## src/rtl/lps_pkg.sv

```systemverilog
// Package: shared state encoding for the lane power sequencer.
// Assumes: nothing beyond the standard language.
package lps_pkg;
    typedef enum logic [1:0] {
        SEQ_IDLE  = 2'd0,
        SEQ_STEP  = 2'd1,
        SEQ_PRECH = 2'd2
    } seq_state_e;
endpackage

```

## src/rtl/lps_us_tick.sv

```systemverilog
// Microsecond tick generator: pulses tick once every CLK_DIV clocks.
// The count restarts on restart, so a command's timing is exact from its start.
// Assumes: CLK_DIV >= 2.
module lps_us_tick #(
    parameter int CLK_DIV = 200
) (
    input  logic clk,
    input  logic rst_n,
    input  logic restart,
    output logic tick
);
    localparam int CW = (CLK_DIV > 2) ? $clog2(CLK_DIV) : 1;

    logic [CW-1:0] div_cnt;

    // Tick on the last count of each microsecond.
    assign tick = (div_cnt == CW'(CLK_DIV - 1));

    // Divider counter with synchronous restart.
    always_ff @(posedge clk) begin
        if (!rst_n || restart || tick) begin
            div_cnt <= '0;
        end else begin
            div_cnt <= div_cnt + CW'(1);
        end
    end

    // ticks are isolated single-cycle pulses.
    a_r5_tick_single: assert property (@(posedge clk) disable iff (!rst_n)
        tick |=> !tick);
endmodule

```

## src/rtl/lps_lane_decode.sv

```systemverilog
// Lane set decoder: turns a lane count into a cumulative lane mask.
// Valid counts are nonzero powers of two up to LANES. Any other count
// gives an empty mask and valid low.
// Assumes: LANES fits in CNT_W bits.
module lps_lane_decode #(
    parameter int LANES = 4,
    parameter int CNT_W = 3
) (
    input  logic [CNT_W-1:0] lane_count,
    output logic [LANES-1:0] mask,
    output logic             valid
);
    // Count check: a nonzero power of two, no larger than the lane total.
    always_comb begin
        valid = (lane_count != '0)
             && ((lane_count & (lane_count - CNT_W'(1))) == '0)
             && (lane_count <= CNT_W'(LANES));
    end

    // One compare per lane: lane i is in the set when i < count.
    for (genvar i = 0; i < LANES; i++) begin : g_lane
        assign mask[i] = valid && (lane_count > CNT_W'(i));
    end
endmodule

```

## src/rtl/lps_step_ctrl.sv

```systemverilog
// Step controller: takes commands, visits lanes one step delay apart,
// runs the precharge pulse after a power-up and enforces the timeout.
// Assumes: tick is a one-cycle pulse per microsecond and restarts on restart.
// Step delays and PRECHARGE_US are at least 1.
module lps_step_ctrl
    import lps_pkg::*;
#(
    parameter int LANES        = 4,
    parameter int TMO_W        = 16,
    parameter int DP_STEP_US   = 1,
    parameter int LVDS_STEP_US = 15,
    parameter int PRECHARGE_US = 100
) (
    input  logic             clk,
    input  logic             rst_n,
    input  logic             tick,
    input  logic             start,
    input  logic             power_up,
    input  logic             lvds_mode,
    input  logic [LANES-1:0] mask_in,
    input  logic             mask_valid,
    input  logic [TMO_W-1:0] timeout_us,
    output logic             restart,
    output logic [LANES-1:0] lane_on,
    output logic [LANES-1:0] precharge,
    output logic             busy,
    output logic             done,
    output logic             error
);
    localparam int IDX_W   = (LANES > 2) ? $clog2(LANES) : 1;
    localparam int MAX_STP = (LVDS_STEP_US > DP_STEP_US) ? LVDS_STEP_US : DP_STEP_US;
    localparam int MAX_W8  = (PRECHARGE_US > MAX_STP) ? PRECHARGE_US : MAX_STP;
    localparam int WAIT_W  = $clog2(MAX_W8 + 1);

    seq_state_e        state;
    logic [IDX_W-1:0]  idx;
    logic [WAIT_W-1:0] wait_cnt;
    logic [WAIT_W-1:0] step_q;
    logic [TMO_W-1:0]  elapsed;
    logic [LANES-1:0]  mask_q;
    logic              dir_up;
    logic              step_last;
    logic              wait_hit;
    logic              complete_now;
    logic              tmo_hit;

    assign busy    = (state != SEQ_IDLE);
    assign restart = start && !busy;

    // Last slot in the current direction.
    assign step_last = dir_up ? (idx == IDX_W'(LANES - 1)) : (idx == '0);

    // Wait expires on this tick.
    assign wait_hit = tick && (wait_cnt == WAIT_W'(1));

    // Normal completion happens on this edge.
    assign complete_now = wait_hit && (((state == SEQ_STEP) && step_last && !dir_up)
                                       || (state == SEQ_PRECH));

    // Timeout bound reached on this tick without completing.
    assign tmo_hit = busy && tick && (timeout_us != '0)
                  && ((elapsed + TMO_W'(1)) == timeout_us) && !complete_now;

    // Command sequencing: accept, lane visits, precharge and abort.
    always_ff @(posedge clk) begin
        if (!rst_n) begin
            state     <= SEQ_IDLE;
            idx       <= '0;
            wait_cnt  <= '0;
            step_q    <= '0;
            elapsed   <= '0;
            mask_q    <= '0;
            dir_up    <= 1'b0;
            lane_on   <= '0;
            precharge <= '0;
            done      <= 1'b0;
            error     <= 1'b0;
        end else if (state == SEQ_IDLE) begin
            if (start) begin
                done  <= 1'b0;
                error <= !mask_valid;
                if (mask_valid) begin
                    state    <= SEQ_STEP;
                    dir_up   <= power_up;
                    mask_q   <= mask_in;
                    idx      <= power_up ? '0 : IDX_W'(LANES - 1);
                    elapsed  <= '0;
                    step_q   <= lvds_mode ? WAIT_W'(LVDS_STEP_US) : WAIT_W'(DP_STEP_US);
                    wait_cnt <= lvds_mode ? WAIT_W'(LVDS_STEP_US) : WAIT_W'(DP_STEP_US);
                end
            end
        end else if (tmo_hit) begin
            state     <= SEQ_IDLE;
            error     <= 1'b1;
            precharge <= '0;
        end else if (tick) begin
            elapsed <= elapsed + TMO_W'(1);
            if (wait_cnt != WAIT_W'(1)) begin
                wait_cnt <= wait_cnt - WAIT_W'(1);
            end else if (state == SEQ_STEP) begin
                if (dir_up) begin
                    lane_on[idx] <= mask_q[idx];
                end else begin
                    lane_on[idx] <= lane_on[idx] & mask_q[idx];
                end
                if (step_last) begin
                    if (dir_up) begin
                        state     <= SEQ_PRECH;
                        precharge <= mask_q;
                        wait_cnt  <= WAIT_W'(PRECHARGE_US);
                    end else begin
                        state <= SEQ_IDLE;
                        done  <= 1'b1;
                    end
                end else begin
                    idx      <= dir_up ? idx + IDX_W'(1) : idx - IDX_W'(1);
                    wait_cnt <= step_q;
                end
            end else begin
                precharge <= '0;
                state     <= SEQ_IDLE;
                done      <= 1'b1;
            end
        end
    end

    // every accepted set contains lane 0.
    a_r1_lane0_in_set: assert property (@(posedge clk) disable iff (!rst_n)
        (start && !busy && mask_valid) |=> mask_q[0]);

    // a rejected count flags an error and touches no lane.
    a_r2_reject: assert property (@(posedge clk) disable iff (!rst_n)
        (start && !busy && !mask_valid) |=> (!busy && error && $stable(lane_on)));

    // a power-down never switches a lane on.
    a_r3_down_no_rise: assert property (@(posedge clk) disable iff (!rst_n)
        (busy && !dir_up) |=> ((lane_on & ~$past(lane_on)) == '0));

    // precharge only on powered lanes, only during a command.
    a_r6_precharge_on_lanes: assert property (@(posedge clk) disable iff (!rst_n)
        (precharge != '0) |-> (((precharge & ~lane_on) == '0) && busy));

    // done never overlaps a running command.
    a_r7_done_idle: assert property (@(posedge clk) disable iff (!rst_n)
        done |-> !busy);

    // an error leaves the block idle with precharge off.
    a_r8_error_idle: assert property (@(posedge clk) disable iff (!rst_n)
        error |-> (!busy && (precharge == '0)));

    // a start during a command leaves the latched command alone.
    a_r9_start_ignored: assert property (@(posedge clk) disable iff (!rst_n)
        (busy && start) |=> ($stable(dir_up) && $stable(mask_q)));
endmodule

```

## src/rtl/lane_pwr_seq.sv

```systemverilog
// Lane power and precharge sequencer, top level.
// Connects the microsecond tick, the lane set decoder and the step controller.
// Assumes: start is a one-cycle strobe in the clk domain and CLK_DIV >= 2.
module lane_pwr_seq #(
    parameter int LANES        = 4,
    parameter int CNT_W        = 3,
    parameter int TMO_W        = 16,
    parameter int CLK_DIV      = 200,
    parameter int DP_STEP_US   = 1,
    parameter int LVDS_STEP_US = 15,
    parameter int PRECHARGE_US = 100
) (
    input  logic             clk,
    input  logic             rst_n,
    input  logic             start,
    input  logic             power_up,
    input  logic             lvds_mode,
    input  logic [CNT_W-1:0] lane_count,
    input  logic [TMO_W-1:0] timeout_us,
    output logic [LANES-1:0] lane_on,
    output logic [LANES-1:0] precharge,
    output logic             busy,
    output logic             done,
    output logic             error
);
    logic             tick;
    logic             restart;
    logic [LANES-1:0] set_mask;
    logic             set_valid;

    lps_us_tick #(.CLK_DIV(CLK_DIV)) u_tick (
        .clk     (clk),
        .rst_n   (rst_n),
        .restart (restart),
        .tick    (tick)
    );

    lps_lane_decode #(.LANES(LANES), .CNT_W(CNT_W)) u_decode (
        .lane_count (lane_count),
        .mask       (set_mask),
        .valid      (set_valid)
    );

    lps_step_ctrl #(
        .LANES        (LANES),
        .TMO_W        (TMO_W),
        .DP_STEP_US   (DP_STEP_US),
        .LVDS_STEP_US (LVDS_STEP_US),
        .PRECHARGE_US (PRECHARGE_US)
    ) u_ctrl (
        .clk        (clk),
        .rst_n      (rst_n),
        .tick       (tick),
        .start      (start),
        .power_up   (power_up),
        .lvds_mode  (lvds_mode),
        .mask_in    (set_mask),
        .mask_valid (set_valid),
        .timeout_us (timeout_us),
        .restart    (restart),
        .lane_on    (lane_on),
        .precharge  (precharge),
        .busy       (busy),
        .done       (done),
        .error      (error)
    );
endmodule

```

## config.mk

```make
export PLATFORM = sky130hd
export DESIGN_NAME = lane_pwr_seq
export DESIGN_NICKNAME = d
export VERILOG_FILES = /design/src/rtl/lps_pkg.sv /design/src/rtl/lps_us_tick.sv /design/src/rtl/lps_lane_decode.sv /design/src/rtl/lps_step_ctrl.sv /design/src/rtl/lane_pwr_seq.sv
export SDC_FILE = /design/constraint.sdc
export NUM_CORES = 1
export LEC_CHECK = 0
export BUFFER_PORTS_ARGS = -buffer_cell sky130_fd_sc_hd__buf_2
export CAP_MARGIN = 20
export CORE_UTILIZATION = 45
export DETAILED_ROUTE_END_ITERATION = 7
export REMOVE_ABC_BUFFERS = 1
export SETUP_SLACK_MARGIN = 0.05
export SLEW_MARGIN = 30
export SYNTH_ARGS = -nofsm -noshare
export SYNTH_HDL_FRONTEND = slang
export SYNTH_SLANG_ARGS = --single-unit
```

## constraint.sdc

```tcl
create_clock -name clk -period 4.2 [get_ports clk]
set_input_delay 0.42 -clock clk [delete_from_list [all_inputs] [get_ports clk]]
set_output_delay 0.42 -clock clk [all_outputs]
set_load 0.01 [all_outputs]
```

-- Word-level counts from Yosys, hierarchy flattened
Index checks and enable logic that the tools add are counted.
- add/subtract/negate cells: 6
- $lt $le $gt $ge: 7
- equality and inequality tests: 20
- muxes and demuxes: 61
- bitwise logic cells: 5
- reductions and logical operators: 45
- operators by type and width (cell ; number):
    $mux W16 ; 5
    $mux W7 ; 9
    $mux W2 ; 19
    $mux W4 ; 8
    $add A16 B1 Y16 const B ; 1
    $eq A16 B16 Y1 ; 1
    $logic_and A1 B1 Y1 ; 16
    $reduce_bool A16 Y1 ; 1
    $mux W1 ; 15
    $reduce_and A5 Y1 ; 3
    $ne A3 B1 Y1 const B ; 4
    $reduce_and A6 Y1 ; 2
    $reduce_bool A2 Y1 ; 5
    $reduce_bool A3 Y1 ; 3
    $add A8 B1 Y8 const B ; 1
    $bwmux W4 ; 2
    $eq A8 B8 Y1 const B ; 1
    $eq A7 B1 Y1 const B ; 1
    $ne A7 B1 Y1 const B ; 1
    $reduce_and A7 Y1 ; 1
    $sub A7 B1 Y7 const B ; 1
    $gt A3 B1 Y1 const B ; 2
    $gt A3 B2 Y1 const B ; 2
    $ne A2 B1 Y1 const B ; 3
    24 further kinds ; 37
- register bits after elaboration: 57
- input bits: 24
- output and inout port bits: 11
- word-level logic and storage cells: 156

-- Logic depth before layout (Yosys ltp)
- depth after elaboration: 10
- gate-level depth with buffers: 11

-- By module
A second synthesis with hierarchy kept.
- cells, all modules: 421
- area, all modules: 3448.3 um^2
- modules (own cells, without submodules) (module ; instances ; cells an instance ; area an instance (um^2) ; sequential area each (um^2)):
    lps_step_ctrl ; 1 ; 368 ; 2967.8 ; 880.8
    lps_us_tick ; 1 ; 46 ; 424.2 ; 160.2
    lps_lane_decode ; 1 ; 7 ; 56.3 ; 0.0

-- Worst setup path before layout
Ideal clock, no wire load.
- path type: register to register
- start point: register u_ctrl.elapsed[0]
- end point: register u_ctrl.lane_on[1]
- library setup time: 73 ps
- arrival: 2339 ps
- path slack: 1788 ps
- cell stages (with the launch flop): 11
- buffers on the path: 2
- cell sequence: dfxtp_1 ha_1 nand3_2 nor4_1 xnor2_1 o2111a_1 and4_1 buf_2 buf_6 nor4_2 mux2i_1
- longest elaborated chain between the ends: 6
- ends and longest elaborated chain (element ; line ; text):
    start, declared ; lps_step_ctrl.sv:39 ; logic [TMO_W-1:0] elapsed;
    start signal, assigned ; lps_step_ctrl.sv:97 ; elapsed <= elapsed + TMO_W'(1);
    $add A16 B1 Y16 ; lps_step_ctrl.sv:62 ; && ((elapsed + TMO_W'(1)) == timeout_us) && !complete_now;
    $eq A16 B16 Y1 ; lps_step_ctrl.sv:62 ;
    $logic_and A1 B1 Y1 (2 in series) ; lps_step_ctrl.sv:62 ;
    $not A1 Y1 (no source line) ; n/a ;
    $reduce_and A5 Y1 (no source line) ; n/a ;
    end signal, assigned by index ; lps_step_ctrl.sv:102 ; lane_on[idx] <= mask_q[idx];
    end signal, assigned by index ; lps_step_ctrl.sv:104 ; lane_on[idx] <= lane_on[idx] & mask_q[idx];
    end, declared ; lps_step_ctrl.sv:24 ; output logic [LANES-1:0] lane_on,
Every way passes these cells.
A chain may end at the register's enable or synchronous reset.

-- Worst setup path after layout
- start point: register u_ctrl.elapsed[0]
- end point: register u_ctrl.elapsed[12]
- longest elaborated chain between the ends: 6
- elaborated cells on any way between the ends: 9
- ends and longest elaborated chain (element ; line):
    $add A16 B1 Y16 * ; lps_step_ctrl.sv:62, lps_step_ctrl.sv:97
    $eq A16 B16 Y1 ; lps_step_ctrl.sv:62
    $logic_and A1 B1 Y1 (2 in series) ; lps_step_ctrl.sv:62
    $ne A2 B2 Y1 (no source line) ; n/a
    $reduce_and A4 Y1 (no source line) ; n/a
Every way passes the cells marked *; elsewhere a longest branch is shown, timed or not. The select of a mux whose other input is x is not followed.

==> impl_metrics.tcl <==
set metrics [dict create \
    outcome "finished clean" \
    core-area_mm2 0.00698 \
    grt_pass1_vias 2975 \
    drc 0 \
    postPlaceCellArea_mm2 0.00352 \
    synthesis.area_mm2 0.00333 \
    cts-root-buf "clkbuf_8" \
    antenna_cells 0 \
    min_period_over_period_pct 81.2 \
    power.share.clock_pct 30.5 \
    viasPerCell 6.19 \
    r2r-start "u_ctrl.elapsed[0]" \
    p_int_uw 689 \
    worst_pin_slew_ns 0.991 \
    instances_no_fill 524 \
    final_area_mm2 0.00362 \
    final_antenna_net_count 0 \
    grt_overflow 0 \
    die_area_mm2 0.00774 \
    final.min_clock_period_ns 3.41 \
    clk-insertion-delay-late_ns 0.32 \
    crit_arrival_ns 3.62 \
    die_y_um 88.0 \
    peakVddDrop_mv 0.150 \
    dp.cells 516 \
    portBuffers 34 \
    path_class "reg2reg" \
    fmax_mhz 293 \
    crit_fanout 18 \
    max_cap_violations 0 \
    hp-class "in2reg" \
    die_w_um 88.0 \
    power.switching_uw 310 \
    critPathLaunchType "flip-flop" \
    reg2reg_depth 8 \
    cts.repair.resized 0 \
    postCtsSetupBuffers 0 \
    power_density_mw_per_mm2 276 \
    relSlewSlack_pct 33.7 \
    routed_wl_mm 9.31 \
    finalSetupViolCount 0 \
    grt_first_pass_wirelength_mm 15.0 \
    antenna_found_initial 0 \
    hold_violations 0 \
    syn_to_final_growth_pct 8.69 \
    ys_seq_elements 52 \
    synth_edf_count 0 \
    wl_per_cell_um 17.8 \
    holdCritStartpoint "lvds_mode" \
    synthDistinctLibCells 60 \
    worstPathRequired_ns 4.41 \
    tns_ns 0 \
    cts_max_level 2 \
    holdBufCountCts 0 \
    gp_congestion 0.930 \
    rsz0062_at_grt "no" \
    cts.clk_slew.worst_paths_ns 0.11 \
    clock_path_buffers 2 \
    num_vias 3246 \
    crit_path_start "u_ctrl.elapsed[0]" \
    syn_area_per_cell_um2 8.09 \
    p_sw_share_pct 31.0 \
    cts_tree "built" \
    fin_hold_ws_ns 0.346 \
    hold_path_depth 3 \
    combPwrFrac_pct 16.9 \
    hpwl_mm 6.46 \
    yosysSeqAreaShare_pct 31.3 \
    synthArstFlopShare_pct 0 \
    drive_above_1_share_pct 14.3 \
    fin_nets 455 \
    clock-sinks 52 \
    seqPwrFrac_pct 52.6 \
    ios 35 \
    ys.flop_type "dfxtp_1" \
    start_util_pct 47.7 \
    synth_cells 411 \
    yosysWarnings 0 \
    cts_made_buffers 5 \
    groute.usage.overall_pct 25.4 \
    grt_start_max_net_pins 60 \
    rows 30 \
    critPathCaptureType "flip-flop" \
    drt_iter0_drc 185 \
    slew_viol_final 0 \
    leakagePower_uw 0.00129 \
    clock_skew_ns 0.0130 \
    power.total_uw 1000 \
    dr.pass1.iters 6 \
]
-- state kept, by name, summed over array words and instances, names as in the netlist --
register          count
u_ctrl.done           1
u_ctrl.state          2
u_ctrl.elapsed       16
u_ctrl.precharge      4
u_ctrl.idx            2
u_ctrl.mask_q         4
u_ctrl.dir_up         1
u_ctrl.lane_on        4
u_ctrl.error          1
u_tick.div_cnt        8
u_ctrl.step_q         2
u_ctrl.wait_cnt       7
-- placed cells by master (no fill, tap or decap), types with 11 or more instances in the layout --
| master | count |
|---|---|
| o211ai_1 | 14 |
| nor4_1 | 11 |
| dfxtp_1 | 52 |
| o21ai_0 | 11 |
| nor2_1 | 31 |
| nand2_1 | 43 |
| xor2_1 | 12 |
| nand3_1 | 27 |
| xnor2_1 | 22 |
| buf_2 | 34 |
-- cell usage after synthesis (2+ instances only) --
library cell	number	area share [%]
a211oi_1	3	0.68
a21o_1	4	0.90
a21oi_1	9	1.4
a31oi_1	3	0.56
and2_1	2	0.38
and3_1	10	1.9
and4_1	2	0.53
buf_2	10	1.5
clkbuf_1	19	2.1
dfxtp_1	52	31
ha_1	4	1.5
inv_1	7	0.79
mux2i_1	10	3.0
mux4_2	2	1.4
nand2_1	43	4.9
nand2b_1	5	0.94
nand3_1	27	4.1
nand3_2	2	0.60
nand3b_1	5	1.1
nand4_1	10	1.9
nor2_1	31	3.5
nor3_1	10	1.5
nor3_2	2	0.60
nor4_1	11	2.1
nor4_2	5	1.9
nor4b_1	3	0.79
o211a_1	2	0.60
o211ai_1	14	3.2
o21ai_0	11	1.7
o21ai_1	9	1.4
o22ai_1	7	1.3
o311ai_1	6	1.6
o31ai_1	2	0.45
o32ai_1	2	0.53
o41ai_1	7	1.8
or4_1	4	0.90
xnor2_1	22	5.8
xor2_1	12	3.2
-- kinds of logic after synthesis --
family / share of synthesized area, %
XOR/XNOR: 8.95
buffers and inverters: 5.04
AO/OA/AOI/OAI: 19.2
adder cells (fa/ha/maj): 1.50
multiplexers: 4.36
flip-flops: 31.3
AND/OR/NAND/NOR: 29.7
-- layout make-up --
type,count,area (um2)
fill,714,3370
sequential,52,1040
inverter,8,30.0
tap,96,120
clock inverter,3,22.5
timing repair buffer,40,215
clock buffer,5,68.8
multi-input combinational,320,2120
-- power groups by stage --
stage	logic [uW]	clock network, uW	registers, uW
after global placement	165	0	536
after global routing	186	335	528
after floorplan	106	0	531
final	169	305	526
after CTS	167	315	525
after detailed placement	166	0	536
-- through the flow --
stage | utilization (%) | setup WS, ns
after floorplan | - | 1.40
after global placement | 50.5 | 0.990
after detailed placement | 50.5 | 0.889
after CTS | 51.8 | 0.840
after global routing | 51.8 | 0.630
final | 51.8 | 0.791
-- path summary, 6_finish.rpt --
path                   endpoint  slack [ns]
min            u_ctrl.step_q[2]        0.35
min reg2reg   u_ctrl.lane_on[3]        0.48
max          u_ctrl.elapsed[12]        0.79
max reg2reg  u_ctrl.elapsed[12]        0.79
-- critical path, stage by stage (launching register included) --
cell       delay [ns]
dfxtp_1          0.47
ha_1             0.31
and3_1           0.33
nand3_1          0.19
a2111oi_0        0.60
and4_1           0.78
buf_4            0.36
o311ai_1         0.14
o41ai_1          0.11
-- per-layer routing --
metal	vias up	GRT usage (%)	wire (um)
met5	-	0	0
met4	0	8.79	172
met3	17	4.43	581
met2	132	40.0	4280
met1	1519	34.9	4270
li1	1578	-	-
No activity file was read; power rests on OpenSTA's default activity.
